File: config.mk
export PLATFORM = sky130hd
export DESIGN_NAME = pg_sequencer
export DESIGN_NICKNAME = d
export VERILOG_FILES = /design/src/rtl/pgs_pkg.sv /design/src/rtl/pgs_tick_gen.sv /design/src/rtl/pgs_seq_fsm.sv /design/src/rtl/pgs_pg_timer.sv /design/src/rtl/pg_sequencer.sv
export SDC_FILE = /design/constraint.sdc
export NUM_CORES = 1
export LEC_CHECK = 0
export ABC_AREA = 0
export CAP_MARGIN = 20
export CORE_MARGIN = 2
export CORE_UTILIZATION = 64
export CTS_CLUSTER_DIAMETER = 120
export DETAILED_ROUTE_END_ITERATION = 10
export PLACE_DENSITY = 0.85
export REMOVE_ABC_BUFFERS = 1
export SYNTH_ARGS = -nofsm -noshare
export SYNTH_HDL_FRONTEND = slang
export SYNTH_SLANG_ARGS = --single-unit
File: constraint.sdc
create_clock -name clk_i -period 9.9 [get_ports clk_i]
set_input_delay 1.98 -clock clk_i [delete_from_list [all_inputs] [get_ports clk_i]]
set_output_delay 1.98 -clock clk_i [all_outputs]
set_load 0.01 [all_outputs]
File: src/rtl/pgs_pkg.sv
package pgs_pkg;
  typedef enum logic [1:0] {ST_IDLE, ST_HOLD, ST_RUN, ST_FAULT} seq_state_e;

  localparam int unsigned PGD_MAX_TICKS = 160000;
  localparam int unsigned PGD_W         = $clog2(PGD_MAX_TICKS + 1);

  function automatic logic [PGD_W-1:0] pgd_ticks(input logic [2:0] sel);
    logic [PGD_W-1:0] t;
    case (sel)
      3'd0:    t = PGD_W'(50);
      3'd1:    t = PGD_W'(200);
      3'd2:    t = PGD_W'(1000);
      3'd3:    t = PGD_W'(5000);
      3'd4:    t = PGD_W'(10000);
      3'd5:    t = PGD_W'(40000);
      3'd6:    t = PGD_W'(80000);
      default: t = PGD_W'(PGD_MAX_TICKS);
    endcase
    return t;
  endfunction
endpackage

File: src/rtl/pgs_tick_gen.sv
module pgs_tick_gen #(
  parameter int unsigned TICK_DIV = 100
) (
  input  logic clk_i,
  input  logic rst_ni,
  output logic tick_o
);
  generate
    if (TICK_DIV <= 1) begin : g_every
      assign tick_o = 1'b1;
    end else begin : g_div
      localparam int unsigned CW = $clog2(TICK_DIV);
      logic [CW-1:0] cnt_q;
      always_ff @(posedge clk_i or negedge rst_ni) begin
        if (!rst_ni)                          cnt_q <= '0;
        else if (cnt_q == CW'(TICK_DIV - 1))  cnt_q <= '0;
        else                                  cnt_q <= cnt_q + 1'b1;
      end
      assign tick_o = (cnt_q == CW'(TICK_DIV - 1));

      a_r8_tick_spacing: assert property (@(posedge clk_i) disable iff (!rst_ni)
        tick_o |=> !tick_o);
    end
  endgenerate
endmodule

File: src/rtl/pgs_seq_fsm.sv
module pgs_seq_fsm
  import pgs_pkg::*;
#(
  parameter int unsigned HOLDOFF_TICKS = 1000
) (
  input  logic       clk_i,
  input  logic       rst_ni,
  input  logic       tick_i,
  input  logic       run_i,
  input  logic       restart_i,
  input  logic       fs_ni,
  input  logic       fs_as_en_i,
  output seq_state_e state_o,
  output logic       gate_en_o,
  output logic       fault_o,
  output logic       run_o
);
  localparam int unsigned HW = $clog2(HOLDOFF_TICKS + 1);

  seq_state_e state_q, state_d;
  logic [HW-1:0] hcnt_q;
  logic restart_q, restart_rise, hold_done;

  assign restart_rise = restart_i & ~restart_q;
  assign hold_done    = tick_i && (hcnt_q >= HW'(HOLDOFF_TICKS - 1));

  always_comb begin
    state_d = state_q;
    case (state_q)
      ST_IDLE:  if (run_i) state_d = ST_HOLD;
      ST_HOLD:  if (!run_i) state_d = ST_IDLE;
                else if (hold_done) state_d = ST_RUN;
      ST_RUN:   if (!run_i) state_d = ST_IDLE;
                else if (!fs_as_en_i && !fs_ni) state_d = ST_FAULT;
      ST_FAULT: if (restart_rise) state_d = ST_IDLE;
      default:  state_d = ST_IDLE;
    endcase
  end

  always_ff @(posedge clk_i or negedge rst_ni) begin
    if (!rst_ni) begin
      state_q   <= ST_IDLE;
      hcnt_q    <= '0;
      restart_q <= 1'b0;
    end else begin
      state_q   <= state_d;
      restart_q <= restart_i;
      if (state_q != ST_HOLD)  hcnt_q <= '0;
      else if (tick_i)         hcnt_q <= hcnt_q + 1'b1;
    end
  end

  assign state_o   = state_q;
  assign gate_en_o = (state_q == ST_HOLD) || (state_q == ST_RUN);
  assign fault_o   = (state_q == ST_FAULT);
  assign run_o     = (state_q == ST_RUN);

  // feedback is blind during holdoff
  a_r1_holdoff_mask: assert property (@(posedge clk_i) disable iff (!rst_ni)
    $rose(gate_en_o) |=> !fault_o);
  a_r9_fault_sticky: assert property (@(posedge clk_i) disable iff (!rst_ni)
    fault_o && !restart_i |=> fault_o);
  a_r7_mode_no_fault: assert property (@(posedge clk_i) disable iff (!rst_ni)
    !fault_o && fs_as_en_i |=> !fault_o);
endmodule

File: src/rtl/pgs_pg_timer.sv
module pgs_pg_timer
  import pgs_pkg::*;
(
  input  logic       clk_i,
  input  logic       rst_ni,
  input  logic       tick_i,
  input  logic       qual_i,
  input  logic [2:0] sel_i,
  output logic       done_o
);
  logic [PGD_W-1:0] cnt_q, target;

  assign target = pgd_ticks(sel_i);

  always_ff @(posedge clk_i or negedge rst_ni) begin
    if (!rst_ni)                        cnt_q <= '0;
    else if (!qual_i)                   cnt_q <= '0;
    else if (tick_i && cnt_q < target)  cnt_q <= cnt_q + 1'b1;
  end

  assign done_o = (cnt_q >= target);

  a_r10_restart_count: assert property (@(posedge clk_i) disable iff (!rst_ni)
    !qual_i |=> !done_o);
  a_r6_done_needs_qual: assert property (@(posedge clk_i) disable iff (!rst_ni)
    $rose(done_o) |-> $past(qual_i));
endmodule

File: src/rtl/pg_sequencer.sv
module pg_sequencer
  import pgs_pkg::*;
#(
  parameter int unsigned TICK_DIV      = 100,
  parameter int unsigned HOLDOFF_TICKS = 1000
) (
  input  logic       clk_i,
  input  logic       rst_ni,
  input  logic       run_i,
  input  logic       restart_i,
  input  logic       fs_ni,
  input  logic       fs_as_en_i,
  input  logic       ds_low_i,
  input  logic       curr_reg_i,
  input  logic       gate_hi_i,
  input  logic       pg_en_i,
  input  logic [2:0] pg_dly_sel_i,
  output logic       gate_en_o,
  output logic       pg_no,
  output logic       fault_no
);
  seq_state_e state;
  logic tick, gate_en, fault, running;
  logic gate_seen_q, ds_ok, fs_ok, qual, dly_done;

  pgs_tick_gen #(.TICK_DIV(TICK_DIV)) u_tick (
    .clk_i(clk_i), .rst_ni(rst_ni), .tick_o(tick)
  );

  pgs_seq_fsm #(.HOLDOFF_TICKS(HOLDOFF_TICKS)) u_fsm (
    .clk_i(clk_i), .rst_ni(rst_ni), .tick_i(tick), .run_i(run_i),
    .restart_i(restart_i), .fs_ni(fs_ni), .fs_as_en_i(fs_as_en_i),
    .state_o(state), .gate_en_o(gate_en), .fault_o(fault), .run_o(running)
  );

  // gate-high seen once per power-up
  always_ff @(posedge clk_i or negedge rst_ni) begin
    if (!rst_ni)       gate_seen_q <= 1'b0;
    else if (!gate_en) gate_seen_q <= 1'b0;
    else if (gate_hi_i) gate_seen_q <= 1'b1;
  end

  assign ds_ok = ds_low_i | curr_reg_i;
  assign fs_ok = ~fs_as_en_i | fs_ni;
  assign qual  = running & gate_seen_q & ds_ok & pg_en_i & fs_ok;

  pgs_pg_timer u_pgt (
    .clk_i(clk_i), .rst_ni(rst_ni), .tick_i(tick), .qual_i(qual),
    .sel_i(pg_dly_sel_i), .done_o(dly_done)
  );

  assign gate_en_o = gate_en;
  assign fault_no  = ~fault;
  assign pg_no     = ~(qual & dly_done);

  a_r2_fault_safe: assert property (@(posedge clk_i) disable iff (!rst_ni)
    !fault_no |-> !gate_en_o && pg_no);
  a_r3_pg_quals: assert property (@(posedge clk_i) disable iff (!rst_ni)
    !pg_no |-> pg_en_i && gate_seen_q && (ds_low_i || curr_reg_i));
  a_r4_gate_latch: assert property (@(posedge clk_i) disable iff (!rst_ni)
    gate_seen_q && gate_en_o |=> gate_seen_q || !gate_en_o);
  a_r7_second_enable: assert property (@(posedge clk_i) disable iff (!rst_ni)
    fs_as_en_i && !fs_ni |-> pg_no);
  a_r11_idle_outputs: assert property (@(posedge clk_i) disable iff (!rst_ni)
    state == ST_IDLE |-> !gate_en_o && pg_no && fault_no);
endmodule

==> results.md, run 1 <==
- For this design the top-level I/O count stands at 16.
- The worst max-slew margin expressed relative to the limit is 0.4323.
- The sequential-to-total area share from yosys stat is 0.3775.
- Synthesis produced 281 cells.
- At the pin with the least slew margin, the transition time is 851.5 ps.
- Of all flip-flops after synthesis, the portion carrying an async set or reset was 1.000.
- The floorplan step set the die height to 67.56 um.
- In this run the critical register-to-register path is launched from u_pgt.cnt_q[7].
- The worst supply voltage drop on vdd is 0.09471 mV.
- The total congestion overflow after global routing is 0.
- The clock drives 39 sinks.
- Cell internal power was estimated by the tool at 0.2764 mW.
- The number of gates resized after cts is 0.
- By startpoint and endpoint, the worst setup path is classified as in -> out.
- The die covers 4564 um^2.
- The routed design has 5370 um of wire.
- The cell area after layout is 2859 um^2.
- The completed layout was analyzed and its total power is 0.3717 mW.
- Buffers placed on the I/O ports in this run total 15.
- The number of antenna violations at the first check in global routing came to 0.
- The CTS clock-pin slew for the worst setup and hold paths is 70 ps.
- The number of global-route vias before repair was 1897.
- The flow ran to the end, and the final reports show no timing, DRC or antenna violations.
- The first global-routing pass estimated 8638 um of wire.
- Setup repair after global routing left no endpoint under its margin.
- The switching component of the power is 0.09529 mW.
- Dividing the detail-routed wire length by the instance count gives 15.66 um.
- Hold repair after CTS inserted 0 buffers.
- The count of filler cells inserted in the layout is 322.
- The number of warnings reported in the yosys synthesis log is 0.
- After routing, the total negative slack on setup checks comes to 0 ps.
- The synthesized netlist occupies a cell area of 2585 um^2.
- The first-iteration detailed-routing DRC count is 173.
- A synthesized cell averages 9.199 um^2.
- The cell sitting at the root of the clock tree is a clkbuf_8.
- Across the run, the number of max-cap violations was 0.
- Of all nets on the critical path, the largest fanout is 20.
- Leaving out fill and tap cells, the most frequent cells in the layout are 39 x dfrtp_1, 24 x a21oi_1, 24 x ha_1, 19 x nand2_1, 18 x nor2_1.
- The routed layout has 2098 vias.
- The count of pins over their slew limit is 0.
- For the worst setup path, the data required time is 7920 ps.
- The maximum clock frequency is 136.6 MHz.
- The clock arrives with 12.83 ps of skew.
- In this run, synthesis inferred 0 flip-flops with an integrated enable.
- Tracing the worst setup path back leads to its startpoint at pg_dly_sel_i[1].
- STA classifies the critical path endpoint as a primary output.
- Setup violations remaining at the end of the flow were counted as 0.
- The number of antenna-violating nets in the routed design is 0.
- The endpoint of the most critical register-to-register path is u_pgt.cnt_q[16].
- The part of the power in the clock network is 0.369.
- For this run, the share of the core covered by cells in the final layout is 0.7252.
- The placement-stage worst setup slack is 2616 ps.
- In the finished design, the share of the clock period the worst path needs comes to 0.7394.
- The data arrival time of the critical path is 5340 ps.
- The type of origin of the critical path is an input pin.
- The switching power as a share of total power is 0.2564.
- The post-place instance area is 2741 um^2.
- Across all register-to-register paths, the minimum setup slack is 7150 ps.
- The share of final-layout standard cells stronger than drive strength 1 is 0.06485.
- Relative to the synthesized area, the layout overhead comes to 10.60%.
- The fraction of power consumed by sequential logic is 0.453.
- The number of antenna diodes in the final layout is 0.
- The most common cell after layout, fill and taps aside is dfrtp_1.
- In the synthesized netlist the dominant register cell turns out to be dfrtp_1.
- Of the total power, combinational logic draws 0.178.
- For this design the static power due to leakage is 1.215 nW.
- The worst-skew pair later-pin latency is 290 ps.
- The number of cell rows is 23.
- The pre-antenna-repair detailed-routing pass consisted of 5 iterations.
- The area inside the core boundary is 3943 um^2.
- The routed design could run at a clock period as short as 7320 ps.
- Counting cells, the worst reg-to-reg path comes to 7.
- In this run the worst setup path terminates at pg_no.
- The register bit count reported by yosys is 39.
- The half-perimeter wire length of the detailed placement result is 3898 um.
- The count of endpoints failing hold in the final timing report is 0.
- The die is 67.56 um wide.
- The number of levels the H-tree was split into is 2.
- The worst hold margin is 493.0 ps.
- For this design the ratio of total power to cell area is 130.0 nW/um^2.
- At the end of routability-driven placement, the weighted congestion stood at 0.8841.
- The clock tree from TritonCTS is built.
- After detailed routing, the number of remaining DRC violations is 0.
- The number of buffers inserted by post-CTS setup repair is 0.
- The cell count after placement is 335.
- The final worst slack is 2580 ps.
- TritonCTS created 5 clock buffers.
- The clock passes through at most 2 buffers.
- The number of distinct standard cells referenced by the synthesized netlist is 50.
- The effective utilization at floorplan is 0.6557.
- Using the TritonRoute via totals, the vias-per-cell ratio works out to 6.117.
- The all-layer global routing usage is 0.2539.
- The final layout contains 329 nets.
- The worst hold path class is reg -> reg.
- The final cell count without fillers is 343.
- Entering global routing, the biggest net connects 40 pins.
[cell families (layout without fill, tap and decap cells)]
| kind of cell | count (synthesis) | count (layout) | share of synthesized area |
|---|---|---|---|
| XOR/XNOR | 11 | 11 | 0.03727 |
| multiplexers | 3 | 3 | 0.01210 |
| AO/OA/AOI/OAI | 69 | 69 | 0.1704 |
| buffers and inverters | 21 | 33 | 0.03437 |
| adder cells (fa/ha/maj) | 24 | 24 | 0.1162 |
| AND/OR/NAND/NOR | 114 | 114 | 0.2522 |
| flip-flops | 39 | 39 | 0.3775 |
[layer usage]
layer / share of wire / track usage / vias to the layer above / routed length (um)
met1: 0.44 / 0.3197 / 987 / 2352
li1: - / - / 1052 / -
met2: 0.51 / 0.4363 / 51 / 2742
met5: 0 / 0 / - / 0
met4: 0.012 / 0.08418 / 0 / 67
met3: 0.039 / 0.04833 / 8 / 209
[power by group through the flow]
stage	Clock [mW]	Sequential (mW)	Combinational, mW
finish	0.137	0.168	0.0661
global route	0.148	0.169	0.0735
CTS	0.140	0.168	0.0667
detailed placement	0	0.171	0.0664
global placement	0	0.171	0.0636
floorplan	0	0.170	0.0409
[worst min-delay path by stage]
| stage | depth (start not counted) | endpoint | from |
|---|---|---|---|
| final | 1 | u_tick.g_div.cnt_q[0] | u_tick.g_div.cnt_q[0] |
| after global routing | 1 | u_tick.g_div.cnt_q[0] | u_tick.g_div.cnt_q[0] |
| after CTS | 1 | u_tick.g_div.cnt_q[0] | u_tick.g_div.cnt_q[0] |
| after detailed placement | 1 | u_tick.g_div.cnt_q[0] | u_tick.g_div.cnt_q[0] |
| after global placement | 1 | u_tick.g_div.cnt_q[0] | u_tick.g_div.cnt_q[0] |
| after floorplan | 1 | u_tick.g_div.cnt_q[0] | u_tick.g_div.cnt_q[0] |
[cell usage after synthesis, types with 2 or more instances]
master,instances,area [um^2]
buf_2,2,10.01
inv_1,10,37.54
nand4_1,10,62.56
ha_1,24,300.3
and2_1,9,56.30
nand3b_1,4,30.03
o31ai_1,10,75.07
nand3_1,14,70.07
nor2_1,18,67.56
o21a_1,2,15.01
a21boi_0,4,30.03
xnor2_1,10,87.58
or3_1,5,31.28
o41ai_1,2,17.52
nand2b_1,3,18.77
clkbuf_1,7,26.28
o21ai_0,10,50.05
and3_1,5,31.28
and4b_1,2,20.02
or2_2,3,18.77
nand2_1,19,71.32
nor3_1,2,10.01
nand4b_1,3,26.28
o22ai_1,2,12.51
a21bo_1,3,30.03
or4_1,8,60.06
dfrtp_1,39,975.9
mux2i_1,2,20.02
or2_1,2,12.51
a31oi_1,3,18.77
a21oi_1,24,120.1
a211oi_1,2,15.01
[state kept, by name, summed over array words and instances (netlist names)]
register            count
u_tick.g_div.cnt_q      7
gate_seen_q             1
u_pgt.cnt_q            18
u_fsm.state_o           2
u_fsm.hcnt_q           10
u_fsm.restart_q         1
[worst max-delay path: stages]
cell and delay [ps]:
clkdlybuf4s50_1 610, nand2b_1 190, nor2_1 50, a21oi_1 190, and2_1 170, ha_1 240
o21ai_0 160, nor2_1 60, o31ai_1 340, nand2_1 420, o31ai_1 350, clkdlybuf4s50_1 580
[area by class of cell]
class / count / area, um^2 / share of cell area
Clock buffer: 6 / 82.58 / 0.02888
Clock inverter: 2 / 35.03 / 0.01225
Inverter: 10 / 37.54 / 0.01313
Multi-Input combinational cell: 221 / 1520 / 0.5317
Sequential cell: 39 / 975.9 / 0.3414
Tap cell: 50 / 62.56 / 0.02188
Timing Repair Buffer: 15 / 145.1 / 0.05077
(Power assumes the default switching activity.)
==> run 2: changes to the inputs <==
CORE_UTILIZATION = 59   (was 64)
PLACE_DENSITY = 0.79   (was 0.85)
clock period = 7.4 ns   (was 9.9 ns; I/O delays follow)
==> results.md, run 2 (synthesis gave the netlist of run 1 again) <==
- The overall die height was 70.19 um (+3.9%).
- The number of global-route vias before repair is 2035 (+7.3%).
- The global-route met2 utilization is 0.3693 (-0.06696).
- The area inside the core boundary is 4294 um^2 (+8.9%).
- The root buffer selected by CTS is clkbuf_8.
- The post-cts hold buffer count was 0 (unchanged).
- The effective utilization at floorplan is 0.6020 (-0.05368).
- The area growth from synthesis to layout is 10.50% (about the same).
- The number of top-level pins is 16 (unchanged).
- The number of buffer cells added on primary ports was 15 (unchanged).
- The first-pass iteration count of the detailed router is 4 (-1).
- The power per unit of standard cell area is 172.7 nW/um^2 (+33%).
- The post-detailed-route DRC marker count is 0 (unchanged).
- The worst hold path depth is 1 (unchanged).
- The final wirelength came to 5313 um (-1.1%).
- The final worst slack is 1087 ps (-1492 ps).
- Setup repair after global routing left no endpoint under its margin.
- The period utilization is 0.8531.
- The count of endpoints failing hold in the final timing report is 0 (unchanged).
- The all-layer global routing usage came to 0.2348 (-0.01911).
- The minimum clock period after layout is 6313 ps.
- The first-iteration detailed-routing DRC count came to 149 (-14%).
- The count of filler cells inserted in the layout came to 357 (+11%).
- The pin count of the biggest net entering global routing is 40 (unchanged).
- The length in cells of the worst reg-to-reg path was 7 (unchanged).
- The CTS clock-pin slew for the worst setup and hold paths is 80 ps (about the same).
- The TritonCTS buffer count is 5 (unchanged).
- The total congestion overflow after global routing was 0 (unchanged).
- The average vias per placed instance is 6.278 (+2.6%).
- The number of gates resized after cts is 0 (unchanged).
- The final standard cell utilization of the core is 0.6652 (-0.05996).
- The worst supply voltage drop on vdd is 0.1677 mV (+77%).
- The fraction of met3 tracks used by global routing is 0.05195 (+0.003615).
- The worst setup path is launched from an input pin.
- The largest registers in the layout are u_pgt.cnt_q: 18 flops, u_fsm.hcnt_q: 10 flops, u_tick.g_div.cnt_q: 7 flops.
- The worst-skew pair later-pin latency was 290 ps (about the same).
- The routed wirelength normalized by instance count came to 15.40 um (-1.6%).
- The critical path endpoint category is a primary output.
- The number of buffers inserted by post-CTS setup repair was 0 (unchanged).
- The worst hold path belongs to the class reg -> reg.
- The number of cell rows came to 24 (+4.3%).
- The summed negative setup slack over all endpoints came to 0 ps (unchanged).
- The count of pins over their slew limit came to 0 (unchanged).
- The count of max-cap constraint violations is 0 (unchanged).
- The flip-flop count of the largest register after layout came to 18 (unchanged).
- The total via count after detailed routing was 2166 (+3.2%).
- The maximum buffer depth of the clock tree is 2 (unchanged).
- The share of final-layout standard cells stronger than drive strength 1 is 0.06485 (unchanged).
- The count of clock tree sinks is 39 (unchanged).
- The total power draw was 0.4933 mW (+33%).
- By startpoint and endpoint, the worst setup path is classified as in -> out.
- In this run the critical register-to-register path is launched from u_pgt.cnt_q[7].
- The path with the worst hold slack has its endpoint at u_tick.g_div.cnt_q[0].
- The worst clock skew is 5.456 ps (-7.373 ps).
- The endpoint of the most critical register-to-register path is u_pgt.cnt_q[5].
- The cell count after placement is 337 (+0.60%).
- The global-route met1 utilization is 0.3233 (+0.003509).
- The final-report setup violation count is 0 (unchanged).
- The worst max-slew margin expressed relative to the limit was 0.4175 (-0.01477).
- The final cell count without fillers is 345 (+0.58%).
- The leakage dissipation was 1.212 nW (-0.25%).
- The data arrival time of the critical path is 4830 ps (-510 ps).
- The net count reported at finish is 329 (unchanged).
- The flow ran to the end, and the final reports show no timing, DRC or antenna violations.
- The library cell used most frequently in the layout, excluding fill and tap cells, is dfrtp_1.
- The number of antenna-violating nets in the routed design is 0 (unchanged).
- The half-perimeter wire length of the detailed placement result is 3913 um (+0.39%).
- More flip-flops sit in one register than any other, and that register is u_pgt.cnt_q.
- The number of antenna violations at the first check in global routing is 0 (unchanged).
- The width of the die came to 70.19 um (+3.9%).
- The final RePlAce weighted congestion was 0.8711 (-1.5%).
- The worst-path maximum fanout came to 20 (unchanged).
- The peak-usage layer in the global routing report is met2.
- The slew at the pin closest to its max-slew limit is 873.7 ps (+22.16 ps).
- The number of diodes added for antenna fixing is 0 (unchanged).
- The area of the die is 4927 um^2 (+8.0%).
- The worst path required time is 5920 ps (-2000 ps).
- In the layout the commonest cells are 39 x dfrtp_1, 24 x a21oi_1, 24 x ha_1, 19 x nand2_1, 18 x nor2_1.
- The wire length of the first global-routing pass is 9211 um (+6.6%).
- The startpoint of the worst hold path is u_tick.g_div.cnt_q[0].
- The number of levels the H-tree was split into is 2 (unchanged).
- TritonCTS built the clock tree.
- The slack of the worst reg-to-reg path is 4610 ps (-2540 ps).
- The maximum clock frequency is 158.4 MHz.
- The placement-stage worst setup slack is 1184 ps (-1433 ps).
==> run 2: worst max-delay path by stage <==
stage,start,to,depth (start not counted)
global route,pg_dly_sel_i[1],pg_no,12
CTS,pg_dly_sel_i[1],pg_no,12
finish,pg_dly_sel_i[1],pg_no,12
detailed placement,pg_dly_sel_i[1],pg_no,12
floorplan,pg_dly_sel_i[0],pg_no,8
global placement,pg_dly_sel_i[1],pg_no,12
==> run 2: power breakdown <==
group          leakage [nW]  switching, mW  internal, mW  total [mW]
logic                 0.630         0.0466        0.0406      0.0872
clock network        0.0581         0.0807         0.100       0.181
registers             0.524        0.00493         0.220       0.225
total                  1.21          0.132         0.361       0.493
==> run 2: final cells by class <==
class | count | area [um^2] | share of cell area
multi-input combinational | 221 | 1520 | 0.5322
clock buffer | 5 | 68.82 | 0.02409
sequential | 39 | 975.9 | 0.3417
inverter | 10 | 37.54 | 0.01314
tap | 52 | 65.06 | 0.02278
clock inverter | 3 | 43.79 | 0.01533
timing repair buffer | 15 | 145.1 | 0.05081
==> run 2: worst max-delay path, stage by stage <==
cell and delay (ps):
clkdlybuf4s50_1 620, nand2b_1 190, nor2_1 50, a21oi_1 160, and2_1 160, ha_1 230, o21ai_0 150, nor2_1 60
o31ai_1 340, nand2_1 440, o31ai_1 360, clkdlybuf4s50_1 580
==> run 2: metrics by stage <==
stage	instance area, um^2	hold slack (ps)
floorplan	2534	455.3
global placement	2744	475.0
detailed placement	2744	484.8
CTS	2856	496.5
global route	2856	519.3
finish	2856	486.7
==> run 2: routing by layer <==
layer / part of all wire / wire, um
met4: 0.014 / 76
met1: 0.49 / 2592
met2: 0.46 / 2426
met5: 0 / 0
met3: 0.041 / 218
==> run 3: changes to the inputs <==
CORE_UTILIZATION = 64   (was 59)
PLACE_DENSITY = 0.85   (was 0.79)
SETUP_SLACK_MARGIN = 0.15   (was not set)
SYNTH_HIERARCHICAL = 1   (was not set)
clock period = 7.9 ns   (was 7.4 ns; I/O delays follow)
==> results.md, run 3 <==
- The share of power burned in combinational logic is 0.197 (+0.020).
- The number of antenna-violating nets in the routed design is 0 (unchanged).
- The worst setup path is captured at a primary output.
- The half-perimeter wire length of the detailed placement result came to 3694 um (-5.6%).
- The placement-stage worst setup slack came to 1738 ps (+553.9 ps).
- The switching component of the power is 0.1290 mW (-2.5%).
- The final worst slack is 1709 ps (+621.4 ps).
- The power per unit of standard cell area came to 162.3 nW/um^2 (-6.0%).
- The post-detailed-route DRC marker count is 0 (unchanged).
- TritonCTS built the clock tree.
- The proportion of netlist area held by the largest area contributor is 0.3737 (-0.003799).
- The register bit count reported by yosys came to 39 (unchanged).
- The number of warnings reported in the yosys synthesis log was 6 (+6).
- Sorting the synthesized cells by area gives the leading types as dfrtp_1 37%, ha_1 11%, a21oi_1 5.0%, nand2_1 3.2%, o31ai_1 3.2%.
- The worst hold path class is reg -> reg.
- The routed wirelength normalized by instance count is 14.66 um (-4.8%).
- Walking the worst path, the cells encountered are clkdlybuf4s50_1, nor2b_1, nand2_1, and2_1, ha_1, nand4_1, nor4bb_1, a21o_1, or4b_1, clkdlybuf4s50_1.
- Static timing analysis puts the maximum clock frequency at 161.5 MHz.
- The final standard cell utilization of the core is 0.7294 (+0.06415).
- The TritonCTS buffer count is 5 (unchanged).
- The worst hold margin is 498.8 ps (+12.08 ps).
- The count of endpoints failing hold in the final timing report is 0 (unchanged).
- The data arrival time of the critical path is 4610 ps (-220 ps).
- The first-iteration detailed-routing DRC count was 121 (-19%).
- The internal power is 0.3410 mW (-5.5%).
- The area used by sequential logic in the layout is 975.9 um^2 (unchanged).
- The count of clock tree sinks is 39 (unchanged).
- The all-layer global routing usage is 0.2440 (+0.009209).
- The area of the mapped netlist is 2611 um^2 (+1.0%).
- The largest registers in the layout are u_pgt/cnt_q: 18 flops, u_fsm/hcnt_q: 10 flops, u_tick/g_div.cnt_q: 7 flops.
- The worst clock skew is 8.807 ps (+3.350 ps).
- Setup repair after global routing left no endpoint under its margin.
- The share of final-layout standard cells stronger than drive strength 1 came to 0.07744 (+0.01259).
- The number of cell rows is 23 (-4.2%).
- The worst path required time is 6320 ps (+400 ps).
- The sequential-to-total area share from yosys stat is 0.3737 (-0.003799).
- The count of max-cap constraint violations is 0 (unchanged).
- The multi-input gate area in the final layout is 1544 um^2 (+1.6%).
- The CTS clock-pin slew for the worst setup and hold paths was 80 ps (about the same).
- The total via count after detailed routing is 2132 (-1.6%).
- The number of global-route vias before repair was 1907 (-6.3%).
- The worst max-slew margin expressed relative to the limit is 0.4376 (+0.02001).
- The number of diodes added for antenna fixing was 0 (unchanged).
- The top cell types in the final layout, fill and taps aside, are 39 x dfrtp_1, 26 x a21oi_1, 24 x ha_1, 22 x nand2_1, 16 x nand3_1.
- The delay of the slowest cell on the worst path was 600 ps (-20 ps).
- The global-route met1 utilization was 0.3438 (+0.02050).
- The number of buffer cells added on primary ports is 15 (unchanged).
- The number of synthesized flops with an enable pin is 0 (unchanged).
- Counting instances in the post-synthesis netlist gives the leading cell types as 39 x dfrtp_1, 26 x a21oi_1, 24 x ha_1, 22 x nand2_1, 16 x nand3_1.
- The count of filler cells inserted in the layout came to 293 (-18%).
- The library cell used most frequently in the layout, excluding fill and tap cells, is dfrtp_1.
- The overall die height was 67.88 um (-3.3%).
- The post-place instance area is 2784 um^2 (+1.5%).
- The count of pins over their slew limit is 0 (unchanged).
- The fraction of registers with async set/reset is 1.000 (unchanged).
- The wire length of the first global-routing pass is 8480 um (-7.9%).
- Clock tree synthesis selected as its root buffer the cell clkbuf_8.
- The first-pass iteration count of the detailed router is 4 (unchanged).
- The average vias per placed instance is 6.144 (-2.1%).
- The final-report setup violation count is 0 (unchanged).
- The summed negative setup slack over all endpoints came to 0 ps (unchanged).
- The final cell count without fillers is 347 (+0.58%).
- The final wirelength is 5087 um (-4.3%).
- The dominant cell by count in the synthesized netlist is dfrtp_1.
- The area of the die is 4607 um^2 (-6.5%).
- The number of gates resized after cts is 0 (unchanged).
- The switching power as a share of total power is 0.2744 (+0.006317).
- After layout, the minimum clock period comes to 6191 ps.
- For this run, the leading register cell type out of synthesis is dfrtp_1.
- The worst setup path is of the in -> out kind.
- The total congestion overflow after global routing came to 0 (unchanged).
- The fraction of met3 tracks used by global routing was 0.04112 (-0.01083).
- The standard cell with the maximum stage delay on the critical path is clkdlybuf4s50_1.
- From synthesis to final layout, the design area changed by 10.92%.
- The cell area after layout was 2897 um^2 (+1.4%).
- The fraction of power consumed by sequential logic was 0.449 (-0.007).
- Of the available clock period, the critical path in the final layout requires 0.7837.
- The number of levels the H-tree was split into is 2 (unchanged).
- More flip-flops sit in one register than any other, and that register is u_pgt/cnt_q.
- The number of antenna violations at the first check in global routing was 0 (unchanged).
- The cell count after placement is 339 (+0.59%).
- The synthesized area per cell is 9.260 um^2 (+0.66%).
- The worst supply voltage drop on vdd came to 0.1689 mV (+0.75%).
- The post-cts hold buffer count came to 0 (unchanged).
- The number of top-level pins is 16 (unchanged).
- The number of distinct standard cells referenced by the synthesized netlist is 52 (+4.0%).
- The effective utilization at floorplan was 0.6575 (+0.05555).
- The width of the die is 67.88 um (-3.3%).
- The worst-skew pair later-pin latency is 290 ps (about the same).
- The maximum buffer depth of the clock tree is 2 (unchanged).
- The final RePlAce weighted congestion came to 0.9150 (+5.0%).
- The part of the power in the clock network is 0.354 (-0.013).
- The pin count of the biggest net entering global routing came to 40 (unchanged).
- The flow ran to the end, and the final reports show no timing, DRC or antenna violations.
- The total power draw is 0.4700 mW (-4.7%).
- STA classifies the critical path startpoint as an input pin.
- The global-route met2 utilization was 0.3897 (+0.02039).
- The area inside the core boundary came to 3971 um^2 (-7.5%).
- The net count reported at finish is 333 (+1.2%).
- The leakage dissipation is 1.241 nW (+2.3%).
- The slew at the pin closest to its max-slew limit came to 843.7 ps (-30.01 ps).
- The worst-path maximum fanout is 8 (-60%).
- The layer flagged by global routing as most heavily used is met2.
- The gate count after technology mapping is 282 (+0.36%).
- The flip-flop count of the largest register after layout is 18 (unchanged).
- The cell repeated most along the worst path is clkdlybuf4s50_1.
- The number of buffers inserted by post-CTS setup repair is 0 (unchanged).
- dfrtp_1 takes more of the synthesized area than any other cell.
[run 3: logic make-up after synthesis]
family / share of synthesized area
compound gates: 0.1471
xor+xnor: 0.04360
fa+ha+maj: 0.1150
buf+inv: 0.03497
flops: 0.3737
mux: 0.01917
simple gates: 0.2664
[run 3: final cells by class]
cell class                 count  area share
clock inverter                 3     0.01512
tap                           50     0.02160
sequential                    39      0.3369
timing repair buffer          15     0.05011
clock buffer                   5     0.02376
inverter                      15     0.01944
multi-input combinational    220      0.5330
[run 3: critical path: cells and delay by family]
kind | cells | cell delay [ps]
AND/OR/NAND/NOR | 6 | 1430
buffers and inverters | 2 | 1090
adder cells (fa/ha/maj) | 1 | 290
AO/OA/AOI/OAI | 1 | 200
[run 3: worst paths after layout]
kind / from / to / slack, ps / depth (start not counted)
max in group asynchronous: rst_ni / u_tick/g_div.cnt_q[2] / 5980 / 1
min reg2reg: u_tick/g_div.cnt_q[0] / u_tick/g_div.cnt_q[0] / 500 / 1
min in group asynchronous: rst_ni / u_fsm/restart_q / 1390 / 1
max: pg_dly_sel_i[0] / pg_no / 1710 / 10
max reg2reg: u_tick/g_div.cnt_q[0] / u_pgt/cnt_q[13] / 5130 / 7
min: u_tick/g_div.cnt_q[0] / u_tick/g_div.cnt_q[0] / 500 / 1
[run 3: layer usage]
layer | up-vias | part of all wire
met1 | 1001 | 0.48
met3 | 10 | 0.040
met2 | 57 | 0.46
met4 | 0 | 0.020
li1 | 1064 | -
met5 | - | 0
[run 3: power by group through the flow]
| stage | registers (mW) | clock network [mW] | logic [mW] |
|---|---|---|---|
| after floorplan | 0.213 | 0 | 0.0583 |
| after global placement | 0.215 | 0 | 0.0894 |
| after detailed placement | 0.215 | 0 | 0.0915 |
| after CTS | 0.211 | 0.169 | 0.0925 |
| after global routing | 0.212 | 0.178 | 0.103 |
| final | 0.211 | 0.166 | 0.0927 |
